==> src/rtl/xip_xlate_pkg.sv <==
package xip_xlate_pkg;
   localparam int DEF_NUM_WIN   = 8;
   localparam int DEF_WIN_BITS  = 22;
   localparam int DEF_PAGE_BITS = 12;
   localparam int DEF_PHYS_BITS = 24;

   // identity base of window idx: its first sector, wrapped to the base width
   function automatic int ident_base(input int idx, input int off_w, input int base_w);
      return (idx * (1 << off_w)) % (1 << base_w);
   endfunction
endpackage

==> src/rtl/xlate_win_regs.sv <==
module xlate_win_regs #(
   parameter int NUM_WIN = 8,
   parameter int IDX_W   = 3,
   parameter int OFF_W   = 10,
   parameter int BASE_W  = 12,
   parameter int LIM_W   = 11
) (
   input  logic                             clk,
   input  logic                             rst_n,
   input  logic                             we,
   input  logic [IDX_W-1:0]                 win,
   input  logic [BASE_W-1:0]                base_in,
   input  logic [LIM_W-1:0]                 lim_in,
   output logic [NUM_WIN-1:0][BASE_W-1:0]   base_tbl,
   output logic [NUM_WIN-1:0][LIM_W-1:0]    lim_tbl
);
   import xip_xlate_pkg::*;

   for (genvar i = 0; i < NUM_WIN; i++) begin : g_win
      localparam logic [BASE_W-1:0] RST_BASE = BASE_W'(ident_base(i, OFF_W, BASE_W));
      localparam logic [LIM_W-1:0]  RST_LIM  = LIM_W'(1 << OFF_W);
      logic hit;
      assign hit = we && (win == IDX_W'(i));

      always_ff @(posedge clk or negedge rst_n) begin
         if (!rst_n) begin
            base_tbl[i] <= RST_BASE;
            lim_tbl[i]  <= RST_LIM;
         end else if (hit) begin
            base_tbl[i] <= base_in;
            lim_tbl[i]  <= lim_in;
         end
      end


      win_load_chk: assert property (@(posedge clk) disable iff (!rst_n)
         (we && win == IDX_W'(i)) |=> (base_tbl[i] == $past(base_in) && lim_tbl[i] == $past(lim_in)));

      win_keep_chk: assert property (@(posedge clk) disable iff (!rst_n)
         !(we && win == IDX_W'(i)) |=> ($stable(base_tbl[i]) && $stable(lim_tbl[i])));
   end
endmodule

==> src/rtl/xlate_calc.sv <==
module xlate_calc #(
   parameter int NUM_WIN   = 8,
   parameter int IDX_W     = 3,
   parameter int VADDR_W   = 25,
   parameter int WIN_BITS  = 22,
   parameter int PAGE_BITS = 12,
   parameter int OFF_W     = 10,
   parameter int BASE_W    = 12,
   parameter int LIM_W     = 11,
   parameter int PHYS_BITS = 24
) (
   input  logic [VADDR_W-1:0]               vaddr,
   input  logic [NUM_WIN-1:0][BASE_W-1:0]   base_tbl,
   input  logic [NUM_WIN-1:0][LIM_W-1:0]    lim_tbl,
   output logic [PHYS_BITS-1:0]             paddr,
   output logic                             err
);
   logic [IDX_W-1:0]     idx;
   logic [OFF_W-1:0]     sect;
   logic [BASE_W-1:0]    sum;
   logic [LIM_W-1:0]     lim;

   always_comb begin
      idx  = vaddr[VADDR_W-1 -: IDX_W];
      sect = vaddr[WIN_BITS-1:PAGE_BITS];
      lim  = lim_tbl[idx];
      sum  = BASE_W'(sect) + base_tbl[idx];
      err  = LIM_W'(sect) > lim;
      if (err) paddr = '0;
      else     paddr = {sum, vaddr[PAGE_BITS-1:0]};
   end
endmodule

==> src/rtl/xlate_out_stage.sv <==
module xlate_out_stage #(
   parameter int W = 25
) (
   input  logic         clk,
   input  logic         rst_n,
   input  logic         in_valid,
   output logic         in_ready,
   input  logic [W-1:0] in_data,
   output logic         out_valid,
   input  logic         out_ready,
   output logic [W-1:0] out_data
);
   assign in_ready = !out_valid || out_ready;

   always_ff @(posedge clk or negedge rst_n) begin
      if (!rst_n) begin
         out_valid <= 1'b0;
         out_data  <= '0;
      end else if (in_ready) begin
         out_valid <= in_valid;
         if (in_valid) out_data <= in_data;
      end
   end


   take_then_valid_chk: assert property (@(posedge clk) disable iff (!rst_n)
      (in_valid && in_ready) |=> (out_valid && out_data == $past(in_data)));

   stall_hold_chk: assert property (@(posedge clk) disable iff (!rst_n)
      (out_valid && !out_ready) |=> (out_valid && $stable(out_data)));

   reset_idle_chk: assert property (@(posedge clk) !rst_n |=> !out_valid);
endmodule

==> src/rtl/xip_addr_xlate.sv <==
module xip_addr_xlate #(
   parameter int NUM_WIN   = xip_xlate_pkg::DEF_NUM_WIN,
   parameter int WIN_BITS  = xip_xlate_pkg::DEF_WIN_BITS,
   parameter int PAGE_BITS = xip_xlate_pkg::DEF_PAGE_BITS,
   parameter int PHYS_BITS = xip_xlate_pkg::DEF_PHYS_BITS,
   localparam int IDX_W    = $clog2(NUM_WIN),
   localparam int VADDR_W  = WIN_BITS + IDX_W,
   localparam int OFF_W    = WIN_BITS - PAGE_BITS,
   localparam int BASE_W   = PHYS_BITS - PAGE_BITS,
   localparam int LIM_W    = OFF_W + 1
) (
   input  logic                 clk,
   input  logic                 rst_n,
   input  logic                 cfg_we,
   input  logic [IDX_W-1:0]     cfg_win,
   input  logic [BASE_W-1:0]    cfg_base,
   input  logic [LIM_W-1:0]     cfg_limit,
   input  logic                 req_valid,
   output logic                 req_ready,
   input  logic [VADDR_W-1:0]   req_vaddr,
   output logic                 rsp_valid,
   input  logic                 rsp_ready,
   output logic [PHYS_BITS-1:0] rsp_paddr,
   output logic                 rsp_err
);
   if (NUM_WIN < 2 || (1 << IDX_W) != NUM_WIN) begin : g_bad_win
      $error("NUM_WIN must be a power of two of at least 2");
   end
   if (PAGE_BITS >= WIN_BITS) begin : g_bad_page
      $error("sector size must be smaller than a window");
   end
   if (PHYS_BITS < WIN_BITS) begin : g_bad_phys
      $error("physical space must hold at least one window");
   end

   localparam int RSP_W = PHYS_BITS + 1;

   logic [NUM_WIN-1:0][BASE_W-1:0] base_tbl;
   logic [NUM_WIN-1:0][LIM_W-1:0]  lim_tbl;
   logic [PHYS_BITS-1:0]           calc_paddr;
   logic                           calc_err;
   logic [RSP_W-1:0]               rsp_word;

   xlate_win_regs #(
      .NUM_WIN(NUM_WIN), .IDX_W(IDX_W), .OFF_W(OFF_W), .BASE_W(BASE_W), .LIM_W(LIM_W)
   ) u_regs (
      .clk(clk), .rst_n(rst_n), .we(cfg_we), .win(cfg_win),
      .base_in(cfg_base), .lim_in(cfg_limit),
      .base_tbl(base_tbl), .lim_tbl(lim_tbl)
   );

   xlate_calc #(
      .NUM_WIN(NUM_WIN), .IDX_W(IDX_W), .VADDR_W(VADDR_W), .WIN_BITS(WIN_BITS),
      .PAGE_BITS(PAGE_BITS), .OFF_W(OFF_W), .BASE_W(BASE_W), .LIM_W(LIM_W),
      .PHYS_BITS(PHYS_BITS)
   ) u_calc (
      .vaddr(req_vaddr), .base_tbl(base_tbl), .lim_tbl(lim_tbl),
      .paddr(calc_paddr), .err(calc_err)
   );

   xlate_out_stage #(.W(RSP_W)) u_out (
      .clk(clk), .rst_n(rst_n),
      .in_valid(req_valid), .in_ready(req_ready), .in_data({calc_err, calc_paddr}),
      .out_valid(rsp_valid), .out_ready(rsp_ready), .out_data(rsp_word)
   );

   assign rsp_err   = rsp_word[RSP_W-1];
   assign rsp_paddr = rsp_word[PHYS_BITS-1:0];


   low_pass_chk: assert property (@(posedge clk) disable iff (!rst_n)
      (req_valid && req_ready) |=> (rsp_err || rsp_paddr[PAGE_BITS-1:0] == $past(req_vaddr[PAGE_BITS-1:0])));

   err_zero_chk: assert property (@(posedge clk) disable iff (!rst_n)
      (rsp_valid && rsp_err) |-> (rsp_paddr == '0));

   stall_block_chk: assert property (@(posedge clk) disable iff (!rst_n)
      (rsp_valid && !rsp_ready) |-> !req_ready);
endmodule

==> config.mk <==
export PLATFORM = sky130hd
export DESIGN_NAME = xip_addr_xlate
export DESIGN_NICKNAME = d
export VERILOG_FILES = /design/src/rtl/xip_xlate_pkg.sv /design/src/rtl/xlate_win_regs.sv /design/src/rtl/xlate_calc.sv /design/src/rtl/xlate_out_stage.sv /design/src/rtl/xip_addr_xlate.sv
export SDC_FILE = /design/constraint.sdc
export NUM_CORES = 1
export LEC_CHECK = 0
export ABC_AREA = 1
export BUFFER_PORTS_ARGS = -buffer_cell sky130_fd_sc_hd__buf_2
export CORE_MARGIN = 1.5
export CORE_UTILIZATION = 64
export CTS_CLUSTER_DIAMETER = 50
export DETAILED_ROUTE_END_ITERATION = 8
export PLACE_DENSITY = 0.9
export SETUP_SLACK_MARGIN = 0.02
export SYNTH_ARGS = -nofsm -noshare
export SYNTH_HDL_FRONTEND = slang
export SYNTH_SLANG_ARGS = --single-unit
==> constraint.sdc <==
create_clock -name clk -period 4.1 [get_ports clk]
set_input_delay 1.23 -clock clk [delete_from_list [all_inputs] [get_ports clk]]
set_output_delay 1.23 -clock clk [all_outputs]
set_load 0.01 [all_outputs]
==> flow_metrics.tcl <==
set metrics [dict create \
    synthesis.area_mm2 0.009787 \
    dp_hpwl_mm 15.50 \
    synth_area_per_cell_um2 8.308 \
    overflow 0 \
    crit_arrival_ps 3840 \
    finalPower_mw 5.782 \
    grt.met3_usage 0.06326 \
    p_per_area_mw_per_mm2 521.3 \
    fin_skew_ps 11.26 \
    grt_antenna_before_repair 0 \
    drive_gt1_frac 0.1278 \
    cts_tree "done" \
    area_delta_synth_final_pct 13.35 \
    synth_cells 1178 \
    firstDrtPassIters 6 \
    coreArea_mm2 0.01509 \
    synth-seq-cells 210 \
    worstSetupPathType "input pin to flop" \
    cts_resized 0 \
    final_common_cell "nand2_1" \
    final_area_mm2 0.01109 \
    wl_per_cell_um 18.48 \
    place_area_mm2 0.01038 \
    ctsHoldBuffers 0 \
    grtUsageTotal 0.3381 \
    htreeDepth 1 \
    fin_crit_ps 3407 \
    slowest_delay_ps 400 \
    remaining_drc_errors 0 \
    slew_violations 0 \
    p_int_mw 4.075 \
    relSlewSlack 0.3724 \
    root_buffer "clkbuf_16" \
    finalHoldViolCount 0 \
    path_clk_slew_ps 60 \
    grt_pass1_wl_mm 43.64 \
    gp_congestion 0.9496 \
    cp_max_fo 21 \
    yosysWarnings 0 \
    ant_nets 0 \
    grtUsageMet2 0.5577 \
    clkPwrFrac 0.338 \
    rsz0062_at_grt "false" \
    synth_cell_types 31 \
    pin_count 83 \
    nNetsFinal 1314 \
    grt_busiest_layer "met2" \
    die_area_mm2 0.01604 \
    netlist_top_cells_area "dfrtp_1, o21ai_0, nand2_1" \
    crit_chain "buf_2 -> inv_2 -> buf_4 -> o21ai_0 -> o22ai_1 -> o21ai_1 -> ha_1 -> nand2_1 -> nor2_1 -> nand3_1 -> nor2_1 -> nor2_2 -> a21oi_4 -> nand3_1 -> nand2_1" \
    die_h_um 126.7 \
    fin_crit_sh 0.8309 \
    hold_path.class "flop to flop" \
    syn_nets 1255 \
    worstPathRequired_ps 4540 \
    tns_ps 0 \
    synth_top_area_frac 0.4960 \
    power_frac_comb 0.190 \
    initial_core_util 0.6486 \
    grt_util_met1 0.4386 \
    numPortBuffers 82 \
    crit_path_start_kind "input pin" \
    switchingPower_mw 1.707 \
    first_iter_violations 1122 \
    synth_seq_area_share 0.5390 \
    pwr-share-seq 0.472 \
    maxCapViolations 0 \
    status "complete, no violations" \
    drt_wl_total_mm 26.62 \
    clock_path_buffers 3 \
    finalSetupViolations 0 \
    fmax_ghz 0.2935 \
    diodes 0 \
    p_leak_nw 5.424 \
    peakVddDrop_uv 274.4 \
    die_x_um 126.7 \
    final_cell_mix "nand2_1, o21ai_0, dfrtp_1, nor2_1, buf_2" \
    switching_share 0.2953 \
    tightestPinTransition_ps 939.2 \
    vias 9039 \
    grt_max_degree 103 \
    crit_slowest_cell "a21oi_4" \
    insertion_delay_ps 500 \
    post_cts_buffers 0 \
    drt-vias-per-instance 6.277 \
    endpoint_kind "flop" \
    cts_sinks 210 \
    fin_hold_ws_ps 474.6 \
    grt_pass1_vias 8858 \
    yosysTopAreaCell "dfrtp_1" \
    fp-row-count 45 \
    cts_buffers 22 \
]
per-layer routing:
layer / up-vias / wire [um]
li1: 4018 / -
met1: 4314 / 10140
met2: 593 / 12550
met3: 114 / 2851
met4: 0 / 1076
met5: - / 0
power by group through the flow:
stage          logic [mW]  registers (mW)  clock network, mW
2_1_floorplan       0.689            2.72                  0
3_3_place_gp        0.995            2.72                  0
3_5_place_dp         1.06            2.74                  0
4_1_cts              1.09            2.72               1.97
5_1_grt              1.25            2.76               2.05
6_report             1.10            2.73               1.95
worst paths after layout:
path	start	endpoint	cells past startpoint	slack (ps)
min	u_out.out_data[10]	u_out.out_data[10]	2	470
min in group asynchronous	rst_n	u_regs.base_tbl[61]	1	830
min reg2reg	u_out.out_data[10]	u_out.out_data[10]	2	470
max reg2reg	u_regs.lim_tbl[57]	u_out.out_data[23]	13	1620
max in group asynchronous	rst_n	u_regs.base_tbl[22]	2	2430
max	req_vaddr[22]	u_out.out_data[23]	15	690
cell type report:
class / count / area (um^2)
well taps: 188 / 235.2
inverters: 65 / 244.0
multi-input cells: 835 / 3973
clock buffers: 32 / 649.4
repair buffers: 103 / 651.9
clock inverters: 7 / 65.06
flip-flops and latches: 210 / 5275
fillers: 1002 / 3996
registers in the layout (all words and copies together) (netlist names):
| name | cells |
|---|---|
| u_regs.base_tbl | 96 |
| u_regs.lim_tbl | 88 |
| u_out.out_data | 25 |
| u_out.out_valid | 1 |
cells by family (layout without fill, tap and decap cells):
| kind of cell | Yosys count | in the layout | share of synthesized area |
|---|---|---|---|
| and+or+nand+nor | 465 | 465 | 0.1847 |
| xor gates and xnor gates | 7 | 7 | 0.006265 |
| AOI/OAI and AO/OA | 342 | 342 | 0.1873 |
| buffers and inverters | 133 | 207 | 0.05510 |
| adders and majority gates | 21 | 21 | 0.02761 |
| DFF | 210 | 210 | 0.5390 |
synthesized netlist by cell type, drive strengths merged:
cell and number:
xor2 2, clkbuf 50, a31oi 13, nor2 124
o221ai 9, dfstp 16, nand3 25, buf 18
xnor2 5, o21ai 265, a21o 1, inv 65
nand2 311, o211ai 13, ha 20, nor3 2
fa 1, dfrtp 194, o22ai 20, a21oi 21
nand4 3
per-stage QoR:
stage            util  std cells  setup WS, ps
3_5_place_dp   0.6878       1401         336.4
5_1_grt        0.7352       1440         549.0
4_1_cts        0.7352       1440         759.0
6_report       0.7352       1440         693.4
2_1_floorplan       -       1178         780.7
3_3_place_gp   0.6878       1401         443.6
critical path, delay by kind of cell:
family | cells | cell delay, ps
adders and majority gates | 1 | 340
AOI/OAI and AO/OA | 4 | 900
buffers and inverters | 3 | 650
and+or+nand+nor | 7 | 710
No activity file was read; power rests on OpenSTA's default activity.
